`src/rtl/pwm_pkg.sv`:
```
package pwm_pkg;
  // bit 1: store, bit 0: right-hand variant
  typedef enum logic [1:0] {
    OP_LOAD_LEFT   = 2'b00,
    OP_LOAD_RIGHT  = 2'b01,
    OP_STORE_LEFT  = 2'b10,
    OP_STORE_RIGHT = 2'b11
  } pwm_op_e;

  typedef enum logic [2:0] {
    ST_IDLE,
    ST_RD_REQ,
    ST_RD_WAIT,
    ST_WR_REQ,
    ST_DONE
  } pwm_state_e;
endpackage

```
`src/rtl/pwm_load_merge.sv`:
```
module pwm_load_merge #(
  parameter int XLEN = 32
) (
  input  logic                        right,
  input  logic [$clog2(XLEN/8)-1:0]   off,
  input  logic [XLEN-1:0]             mem_word,
  input  logic [XLEN-1:0]             reg_word,
  output logic [XLEN-1:0]             merged
);
  localparam int LANES = XLEN / 8;
  localparam int SH_W  = $clog2(XLEN) + 1;
  localparam logic [XLEN-1:0] ONES = '1;

  logic [SH_W-1:0] sh;
  logic [SH_W-1:0] sh_inv;

  always_comb begin
    if (right) sh = SH_W'(8 * int'(off));
    else       sh = SH_W'(8 * (LANES - 1 - int'(off)));
    sh_inv = SH_W'(XLEN) - sh;
    if (right)
      merged = (mem_word >> sh) | (reg_word & ~(ONES >> sh));
    else
      merged = (mem_word << sh) | (reg_word & (ONES >> sh_inv));
  end
endmodule

```
`src/rtl/pwm_store_merge.sv`:
```
module pwm_store_merge #(
  parameter int XLEN = 32
) (
  input  logic                        right,
  input  logic [$clog2(XLEN/8)-1:0]   off,
  input  logic [XLEN-1:0]             mem_word,
  input  logic [XLEN-1:0]             reg_word,
  output logic [XLEN-1:0]             merged
);
  localparam int LANES = XLEN / 8;
  localparam int SH_W  = $clog2(XLEN) + 1;
  localparam logic [XLEN-1:0] ONES = '1;

  logic [SH_W-1:0] sh;

  always_comb begin
    if (right) sh = SH_W'(8 * int'(off));
    else       sh = SH_W'(8 * (LANES - 1 - int'(off)));
    if (right)
      merged = (reg_word << sh) | (mem_word & ~(ONES << sh));
    else
      merged = (reg_word >> sh) | (mem_word & ~(ONES >> sh));
  end
endmodule

```
`src/rtl/pwm_unit.sv`:
```
module pwm_unit #(
  parameter int XLEN      = 32,
  parameter int REG_IDX_W = 5
) (
  input  logic                 clk,
  input  logic                 rst,
  input  logic                 req_valid,
  output logic                 req_ready,
  input  logic [1:0]           req_op,
  input  logic [XLEN-1:0]      req_addr,
  input  logic [REG_IDX_W-1:0] req_rt_idx,
  input  logic [XLEN-1:0]      req_rt_val,
  output logic                 mem_req_valid,
  input  logic                 mem_req_ready,
  output logic                 mem_req_we,
  output logic [XLEN-1:0]      mem_req_addr,
  output logic [XLEN-1:0]      mem_req_wdata,
  input  logic                 mem_rsp_valid,
  input  logic [XLEN-1:0]      mem_rsp_rdata,
  output logic                 rf_we,
  output logic [REG_IDX_W-1:0] rf_idx,
  output logic [XLEN-1:0]      rf_wdata,
  output logic                 done
);
  import pwm_pkg::*;

  localparam int LANES = XLEN / 8;
  localparam int OFF_W = $clog2(LANES);

  pwm_state_e             st;
  pwm_op_e                op_q;
  logic [XLEN-1:0]        waddr_q;
  logic [OFF_W-1:0]       off_q;
  logic [REG_IDX_W-1:0]   idx_q;
  logic [XLEN-1:0]        rval_q;
  logic [XLEN-1:0]        wdata_q;
  logic                   rf_we_q;
  logic [XLEN-1:0]        rf_wdata_q;
  logic [XLEN-1:0]        ld_merged;
  logic [XLEN-1:0]        st_merged;
  logic                   is_store;

  assign is_store = op_q[1];

  pwm_load_merge #(.XLEN(XLEN)) u_ld (
    .right    (op_q[0]),
    .off      (off_q),
    .mem_word (mem_rsp_rdata),
    .reg_word (rval_q),
    .merged   (ld_merged)
  );

  pwm_store_merge #(.XLEN(XLEN)) u_st (
    .right    (op_q[0]),
    .off      (off_q),
    .mem_word (mem_rsp_rdata),
    .reg_word (rval_q),
    .merged   (st_merged)
  );

  always_ff @(posedge clk) begin
    if (rst) begin
      st         <= ST_IDLE;
      op_q       <= OP_LOAD_LEFT;
      waddr_q    <= '0;
      off_q      <= '0;
      idx_q      <= '0;
      rval_q     <= '0;
      wdata_q    <= '0;
      rf_we_q    <= 1'b0;
      rf_wdata_q <= '0;
    end else begin
      case (st)
        ST_IDLE: begin
          rf_we_q <= 1'b0;
          if (req_valid) begin
            op_q    <= pwm_op_e'(req_op);
            waddr_q <= {req_addr[XLEN-1:OFF_W], {OFF_W{1'b0}}};
            off_q   <= req_addr[OFF_W-1:0];
            idx_q   <= req_rt_idx;
            rval_q  <= req_rt_val;
            st      <= ST_RD_REQ;
          end
        end
        ST_RD_REQ: if (mem_req_ready) st <= ST_RD_WAIT;
        ST_RD_WAIT: begin
          if (mem_rsp_valid) begin
            if (is_store) begin
              wdata_q <= st_merged;
              st      <= ST_WR_REQ;
            end else begin
              rf_wdata_q <= ld_merged;
              rf_we_q    <= (idx_q != '0);
              st         <= ST_DONE;
            end
          end
        end
        ST_WR_REQ: if (mem_req_ready) st <= ST_DONE;
        ST_DONE: begin
          rf_we_q <= 1'b0;
          st      <= ST_IDLE;
        end
        default: st <= ST_IDLE;
      endcase
    end
  end

  assign req_ready     = (st == ST_IDLE);
  assign mem_req_valid = (st == ST_RD_REQ) || (st == ST_WR_REQ);
  assign mem_req_we    = (st == ST_WR_REQ);
  assign mem_req_addr  = waddr_q;
  assign mem_req_wdata = wdata_q;
  assign done          = (st == ST_DONE);
  assign rf_we         = rf_we_q;
  assign rf_idx        = idx_q;
  assign rf_wdata      = rf_wdata_q;
endmodule

```
`config.mk`:
```
export PLATFORM = sky130hd
export DESIGN_NAME = pwm_unit
export DESIGN_NICKNAME = d
export VERILOG_FILES = /design/src/rtl/pwm_pkg.sv /design/src/rtl/pwm_load_merge.sv /design/src/rtl/pwm_store_merge.sv /design/src/rtl/pwm_unit.sv
export SDC_FILE = /design/constraint.sdc
export NUM_CORES = 1
export LEC_CHECK = 0
export ABC_AREA = 1
export CAP_MARGIN = 20
export CORE_UTILIZATION = 60
export DETAILED_ROUTE_END_ITERATION = 8
export DONT_BUFFER_PORTS = 1
export GPL_TIMING_DRIVEN = 0
export PLACE_DENSITY_LB_ADDON = 0.2
export RECOVER_POWER = 25
export REMOVE_ABC_BUFFERS = 1
export SETUP_SLACK_MARGIN = 0.2
export SLEW_MARGIN = 20
export SYNTH_ARGS = -nofsm -noshare
export SYNTH_HDL_FRONTEND = slang
export SYNTH_SLANG_ARGS = --single-unit
```
`constraint.sdc`:
```
create_clock -name clk -period 1.74 [get_ports clk]
set_input_delay 0.348 -clock clk [delete_from_list [all_inputs] [get_ports clk]]
set_output_delay 0.348 -clock clk [all_outputs]
set_load 0.03 [all_outputs]
```
==> impl_metrics.csv, run 1 <==
group,metric,value,unit
logic_synthesis,synth_area,7880,um2
logic_synthesis,synth_cells,1328,
sta,endpoint_type,"register input",
floorplan,die_h,117,um
sta,grt_repair_worst_endpoint,"mem_req_wdata[28]$_SDFFE_PP0P_/D",
place,placed_cells,1416,
floorplan,start_util,0.619,
run_status,error,"[ERROR DPL-0038] Utilization greater than 100%, impossible to legalize",
clocking,cts_sinks,139,
logic_synthesis,synth_area_leaders,"dfxtp_1 35%, nand2_1 23%, nand3_1 8.2%, a21oi_1 7.4%, o21ai_0 7.2%",
floorplan,die_w,117,um
place,place_area,7850,um2
run_status,status,"aborted with a tool error",
floorplan,row_count,41,
logic_synthesis,yosys.area.top_type,"dfxtp_1",
logic_synthesis,synth_cell_types,25,
logic_synthesis,avgSynthCellArea,5.93,um2
place,place.port_buffers,0,
clocking,clockBufferDepth,2,
run_status,lastStage,"global routing",
clocking,htree_num_levels,4,
logic_synthesis,yosysWarningCount,0,
logic_synthesis,yosysSeqAreaShare,0.353,
place,place_hpwl,15100,um
clocking,clockRootBuffer,"clkbuf_16",
floorplan,io_pins,214,
place,place.gp.congestion,0.872,
logic_synthesis,post-synth-top-area-fraction,0.353,
logic_synthesis,ys_seq_elements,139,
clocking,cts_buffers,17,
grt,grt_max_degree,68,
Yosys cell counts:
library cell / count
a21boi_0: 1
a21oi_1: 117
a31oi_1: 1
and2_1: 1
buf_1: 5
buf_2: 33
buf_4: 6
buf_6: 1
clkbuf_1: 46
clkinv_1: 1
conb_1: 1
dfxtp_1: 139
inv_1: 64
inv_2: 3
nand2_1: 477
nand2_2: 9
nand3_1: 129
nand4_1: 4
nor2_1: 137
nor2_4: 2
nor3_1: 3
o211ai_1: 1
o21a_1: 1
o21ai_0: 114
o21ai_1: 32
cell families after synthesis:
logic type,after synthesis,share of synthesized area
AOI/OAI and AO/OA,267,0.171
buffers and inverters,159,0.0848
DFF,139,0.353
and+or+nand+nor,762,0.391
other,1,0.000476
timing repair:
item,in CTS
gates cloned,36
endpoints found under the setup margin,142
setup buffers,67
endpoints found under the hold margin,46
gates resized for setup,368
pin swaps,97
metrics by stage:
step / setup slack [ps] / util / hold WS (ps)
floorplan: -3150 / - / 417
global placement: -6170 / 0.604 / 420
detailed placement: -1700 / 0.617 / 422
CTS: -8.01 / 0.875 / -31.2
==> inputs of run 2 (changes only) <==
--- a/config.mk
+++ b/config.mk
@@ -7,14 +7,13 @@
 export LEC_CHECK = 0
 export ABC_AREA = 1
 export CAP_MARGIN = 20
-export CORE_UTILIZATION = 60
+export CORE_UTILIZATION = 40
 export DETAILED_ROUTE_END_ITERATION = 8
 export DONT_BUFFER_PORTS = 1
 export GPL_TIMING_DRIVEN = 0
-export PLACE_DENSITY_LB_ADDON = 0.2
+export PLACE_DENSITY_LB_ADDON = 0.15
 export RECOVER_POWER = 25
 export REMOVE_ABC_BUFFERS = 1
-export SETUP_SLACK_MARGIN = 0.2
 export SLEW_MARGIN = 20
 export SYNTH_ARGS = -nofsm -noshare
 export SYNTH_HDL_FRONTEND = slang
==> run 2 against run 1 <==
Compared with the run above: the flow now finishes without violations; synthesized cell count is the same; synthesized area is the same.
==> impl_metrics.csv, run 2 <==
group,metric,value,unit
run_status,status,"finished, final reports clean",
final_layout,regArea,2800,um2
logic_synthesis,synth_top_flop_cell,"dfxtp_1",
flow_run,maxCapViolCount,0,
pwr,p_leak,4.23,nW
sta,slew_headroom,0.521,
place,place.gp.congestion,0.899,
logic_synthesis,yosysSeqAreaShare,0.353,
worst_setup_path,arrival,2030,ps
detailed_routing,wl_met1,12900,um
sta,hold_violations,0,
pwr,total_power,17.6,mW
logic_synthesis,synth_cells,1328,
final_layout,n_antenna_cell,0,
worst_setup_path,crit_type,"reg -> reg",
detailed_routing,viasPerCell,5.62,
logic_synthesis,yosys.area.top_type,"dfxtp_1",
floorplan,core_area,19000,um2
clocking,tritoncts,"yes",
grt,grt_max_degree,72,
logic_synthesis,ys_seq_elements,139,
worst_setup_path,worstPathMaxFanout,54,
sta,finClkSkew,12.9,ps
grt,grt_pass1_vias,8192,
floorplan,die_w,142,um
place,placed_cells,1506,
final_layout,multi_input_area,4760,um2
clocking,clockRootBuffer,"clkbuf_16",
detailed_routing,drtIter0Drc,798,
logic_synthesis,yosysWarningCount,0,
floorplan,row_count,50,
pwr,power.density,1840,nW/um2
sta,finalCritPeriodShare,0.981,
final_layout,design_area,9550,um2
place,place_area,8000,um2
detailed_routing,num_vias,8927,
sta,rsz0062_at_grt,"yes",
final_layout,fillCellCount,2013,
clocking,htree_num_levels,4,
worst_setup_path,cp-start-kind,"register",
grt,track_usage,0.311,
place,place_hpwl,17400,um
final_layout,fin_nets,1424,
logic_synthesis,synth_area_leaders,"dfxtp_1 35%, nand2_1 23%, nand3_1 8.2%, a21oi_1 7.4%, o21ai_0 7.2%",
sta,min_period,1710,ps
floorplan,die_h,142,um
final_layout,final_common_cell,"nand2_1",
sta,worst_pin_slew,717,ps
detailed_routing,first_pass_iters,5,
grt,grt_pass1_wl,47600,um
logic_synthesis,synth_most_common_cell,"nand2_1",
worst_setup_path,critPathRequiredTime,2060,ps
worst_setup_path,crit_path_end_kind,"register",
clocking,clockBufferDepth,2,
place,place.port_buffers,0,
logic_synthesis,avgSynthCellArea,5.93,um2
final_layout,final_cell_mix,"469 x nand2_1, 133 x dfxtp_1, 130 x nor2_1, 129 x nand3_1, 117 x a21oi_1",
clocking,worst_skew_pair.late_latency,430,ps
detailed_routing,post_drt_wl_per_cell,19.9,um
clocking,clkTransAtPathRegs,70,ps
detailed_routing,met2_length,14300,um
min_path,hp-class,"in -> reg",
detailed_routing,ant_nets,0,
final_layout,final_cells,1588,
clocking,cts_sinks,139,
grt,antenna_found_initial,1,
logic_synthesis,synth_edf_count,0,
floorplan,io_pins,214,
logic_synthesis,post-synth-top-area-fraction,0.353,
logic_synthesis,ys_top_cells_by_count,"477 x nand2_1, 139 x dfxtp_1, 137 x nor2_1",
sta,max_freq,0.586,GHz
sta,tns,0,ps
final_layout,final_layout_size_suffix_gt1_frac,0.105,
grt,grt.overflow.total,0,
floorplan,dieArea,20300,um2
sta,drv_slew,0,
final_layout,syn_to_final_growth,21.3,%
floorplan,start_util,0.414,
clocking,cts_buffers,17,
logic_synthesis,synth_area,7880,um2
sta,setup_viol,0,
detailed_routing,routed_wl,31600,um
logic_synthesis,async_reset_ff_frac,0,
detailed_routing,wl_met3,3350,um
detailed_routing,drc,0,
detailed_routing,top_layer,"met5",
pwr,peakVddDrop,0.00105,V
logic_synthesis,synth_cell_types,25,
run 2: cell counts after synthesis:
No cell type changed its count.
run 2: worst max-delay path, stage by stage (launching register included):
cell	delay, ps
dfxtp_2	350
nor2_1	110
nand2_1	120
nor2_4	260
nand2_4	200
inv_16	220
nand3_1	100
nor2_1	170
nor2_1	50
run 2: path summary, 6_finish.rpt:
path         cells past startpoint           endpoint          from  slack, ps
max                              8  mem_req_wdata[11]         st[2]         30
min                              2   mem_req_addr[24]  req_addr[24]         70
max reg2reg                      8  mem_req_wdata[11]         st[2]         30
min reg2reg                      2         rval_q[21]    rval_q[21]        500
run 2: metal layers:
metal / GRT usage / vias up
li1: - / 4297
met2: 0.507 / 468
met1: 0.390 / 4088
met5: 0 / -
met4: 0.121 / 2
met3: 0.0841 / 72
run 2: per-stage QoR:
step	hold WS, ps	setup slack [ps]	utilization
4_1_cts	64.0	-23.3	0.490
2_1_floorplan	417	-3150	-
6_report	74.2	32.3	0.502
3_5_place_dp	423	-1950	0.421
3_3_place_gp	421	-6890	0.410
5_1_grt	64.2	-74.9	0.502
run 2: what timing repair did:
item,CTS,global route
buffers inserted,18,16
pin swaps,8,8
gates resized for setup,55,24
endpoints found under the setup margin,139,78
cloned,15,1
endpoints found under the hold margin,46,0
hold buffers,1,0
run 2: logic make-up after synthesis:
group / Yosys count / share of synthesized area
simple gates: 762 / 0.391
compound gates: 267 / 0.171
buf+inv: 159 / 0.0848
flops: 139 / 0.353
other cells: 1 / 0.000476
run 2: power breakdown:
group	switching, mW	internal (mW)	total (mW)
sequential	1.34	3.86	5.20
combinational	5.45	2.94	8.39
clock	1.53	2.44	3.97
total	8.32	9.24	17.6
run 2: layout make-up:
type                       count  area share
clock inverter                13      0.0200
multi-input combinational   1040       0.498
tap                          260      0.0340
inverter                      68      0.0325
timing repair inverter         1    0.000655
timing repair buffer          49      0.0762
sequential                   139       0.293
clock buffer                  18      0.0460
Power figures use the tool's default switching activity.
==> inputs of run 3 (changes only) <==
--- a/config.mk
+++ b/config.mk
@@ -5,12 +5,11 @@
 export SDC_FILE = /design/constraint.sdc
 export NUM_CORES = 1
 export LEC_CHECK = 0
-export ABC_AREA = 1
 export CAP_MARGIN = 20
 export CORE_UTILIZATION = 40
 export DETAILED_ROUTE_END_ITERATION = 8
 export DONT_BUFFER_PORTS = 1
-export GPL_TIMING_DRIVEN = 0
+export GPL_TIMING_DRIVEN = 1
 export PLACE_DENSITY_LB_ADDON = 0.15
 export RECOVER_POWER = 25
 export REMOVE_ABC_BUFFERS = 1
==> run 3 against run 2 <==
Compared with the run above: the run now ends with setup timing left; via count fell by 19%; synthesized area fell by 4.3%; final area fell by 3.6%; non-clock buffer count rose by 42; sequential power fell by 29%; cell count fell by 25%; clock skew fell by 3.7 ps; critical endpoint is now rf_wdata[23].
==> impl_metrics.csv, run 3 <==
group,metric,value,unit
floorplan,die_w,139,um
run_status,violations,"setup timing",
sta,setup_viol,5,
worst_setup_path,max_stage_delay,440,ps
final_layout,regArea,2790,um2
worst_setup_path,worstRegToRegCells,7,
logic_synthesis,post-synth-top-area-fraction,0.369,
sta,slew_headroom,0.540,
worst_setup_path,arrival,2090,ps
final_layout,final_common_cell,"nand2_1",
place,place.gp.congestion,0.858,
clocking,clkTransAtPathRegs,60,ps
clocking,clockBufferDepth,2,
clocking,clockRootBuffer,"clkbuf_16",
worst_setup_path,path_cells,"buf_12 > buf_6 > mux2i_2 > nor2_1 > a2111oi_2 > buf_4 > nor2_2",
final_layout,fin_nets,1063,
final_layout,fin_util,0.506,
logic_synthesis,yosysWarningCount,0,
grt,grt.overflow.total,0,
logic_synthesis,yosys.area.top_type,"dfxtp_1",
floorplan,start_util,0.414,
logic_synthesis,synth_area_leaders,"dfxtp_1 37%, a21oi_1 10%, nand2_1 8.5%, mux2_2 6.3%, mux2i_1 5.8%",
floorplan,row_count,49,
logic_synthesis,yosysSeqAreaShare,0.369,
detailed_routing,viasPerCell,6.07,
sta,fin_ws,-38.0,ps
worst_setup_path,worst_r2r_endpoint,"rf_wdata[23]",
detailed_routing,first_pass_iters,6,
worst_setup_path,crit_path_end_kind,"register",
grt,antenna_found_initial,0,
logic_synthesis,synth_most_common_cell,"nand2_1",
grt,grt_pass1_vias,6958,
final_layout,n_antenna_cell,0,
grt,grt_max_degree,82,
sta,drv_slew,0,
grt,grt_pass1_wl,40500,um
logic_synthesis,async_reset_ff_frac,0,
detailed_routing,post_drt_wl_per_cell,22.3,um
worst_setup_path,endpoint,"rf_wdata[23]",
logic_synthesis,synth_edf_count,0,
worst_setup_path,crit_path_start,"off_q[0]",
worst_setup_path,r2r-start,"off_q[0]",
final_layout,final_cell_mix,"169 x nand2_1, 158 x a21oi_1, 134 x dfxtp_1, 65 x o21ai_0, 57 x buf_4",
logic_synthesis,ys_seq_elements,139,
final_layout,final_cells,1196,
logic_synthesis,synth_cell_types,56,
logic_synthesis,avgSynthCellArea,8.07,um2
detailed_routing,routed_wl,26700,um
clocking,cts_buffers,17,
final_layout,final_layout_size_suffix_gt1_frac,0.225,
worst_setup_path,rrSetupSlack,-40,ps
clocking,htree_num_levels,4,
worst_setup_path,worstPathMaxFanout,10,
floorplan,io_pins,214,
sta,min_period,1780,ps
sta,hold_violations,0,
detailed_routing,ant_nets,0,
pwr,total_power,8.87,mW
clocking,worst_skew_pair.late_latency,430,ps
worst_setup_path,cp-start-kind,"register",
worst_setup_path,path_delay_family,"buffers and inverters",
place,placed_cells,1147,
sta,worst_pin_slew,688,ps
grt,track_usage,0.268,
logic_synthesis,ys_top_cells_by_count,"170 x nand2_1, 158 x a21oi_1, 139 x dfxtp_1",
min_path,hp-class,"in -> reg",
final_layout,fillCellCount,1711,
run_status,status,"finished with violations",
final_layout,multi_input_area,4540,um2
sta,rsz0062_at_grt,"yes",
floorplan,core_area,18200,um2
logic_synthesis,synth_top_flop_cell,"dfxtp_1",
pwr,p_leak,3.45,nW
pwr,peakVddDrop,0.000754,V
flow_run,maxCapViolCount,0,
logic_synthesis,synth_cells,934,
clocking,cts_sinks,139,
sta,finalCritPeriodShare,1.02,
detailed_routing,num_vias,7261,
worst_setup_path,crit_type,"reg -> reg",
worst_setup_path,critPathRequiredTime,2060,ps
floorplan,dieArea,19400,um2
final_layout,syn_to_final_growth,22.2,%
detailed_routing,drc,0,
pwr,power.density,963,nW/um2
floorplan,die_h,139,um
sta,max_freq,0.562,GHz
sta,finClkSkew,9.22,ps
worst_setup_path,slowest_stage,"a2111oi_2",
clocking,tritoncts,"yes",
place,place_hpwl,17100,um
place,place.port_buffers,0,
worst_setup_path,crit_cells,7,
detailed_routing,drtIter0Drc,664,
worst_setup_path,cp_num_buf_inv,3,
logic_synthesis,synth_area,7540,um2
## run 3: power breakdown
| group | leakage [nW] | switching, mW | internal, mW | total (mW) |
|---|---|---|---|---|
| logic | 2.05 | 0.928 | 0.816 | 1.74 |
| registers | 1.13 | 0.344 | 3.33 | 3.68 |
| clock network | 0.265 | 1.49 | 1.96 | 3.45 |
## run 3: layout make-up
type | instances | area share
Clock inverter | 14 | 0.0136
Multi-Input combinational cell | 697 | 0.493
Tap cell | 229 | 0.0311
Sequential cell | 139 | 0.303
Inverter | 9 | 0.00394
Timing Repair Buffer | 91 | 0.109
Clock buffer | 17 | 0.0462
## run 3: per-stage QoR
stage          cell area, um2  worst slack (ps)  hold slack (ps)  setup TNS, ps
3_3_place_gp             8100              -444              421          -3960
6_report                 9210             -38.0             32.1          -88.4
3_5_place_dp             8100              -365              423          -4470
4_1_cts                  8870            -0.450            -32.0         -0.450
2_1_floorplan            7110             -2450              417        -211510
5_1_grt                  9210              -103             14.8           -856
## run 3: kinds of logic after synthesis
kind of cell	after synthesis	share of synthesized area
AOI/OAI and AO/OA	350	0.285
xor gates and xnor gates	2	0.00332
buffers and inverters	99	0.0624
DFF	139	0.369
muxes	96	0.144
other	1	0.000497
and+or+nand+nor	247	0.136
## run 3: worst min-delay path by stage
stage                        startpoint               end  slack, ps  cells after the start
after floorplan                     rst  mem_req_addr[10]        420                      1
after global placement              rst          off_q[1]        420                      1
after detailed placement            rst   mem_req_addr[6]        420                      1
after CTS                           rst   mem_req_addr[6]        -30                      1
after global routing      mem_req_ready             st[0]         10                      1
final                     mem_req_ready             st[0]         30                      1
## run 3: layer usage
layer,share of wire,global-route usage,up-vias
li1,-,-,3447
met1,0.42,0.336,3410
met2,0.45,0.421,371
met3,0.12,0.111,33
met4,0.016,0.0737,0
met5,0,0,-
## run 3: timing repair
item | CTS | global route
setup buffers | 6 | 8
endpoints found under the hold margin | 77 | 68
gates cloned | 2 | 1
setup endpoints to repair | 47 | 42
resized for setup | 14 | 63
hold buffers | 3 | 2
pin swaps | 2 | 22
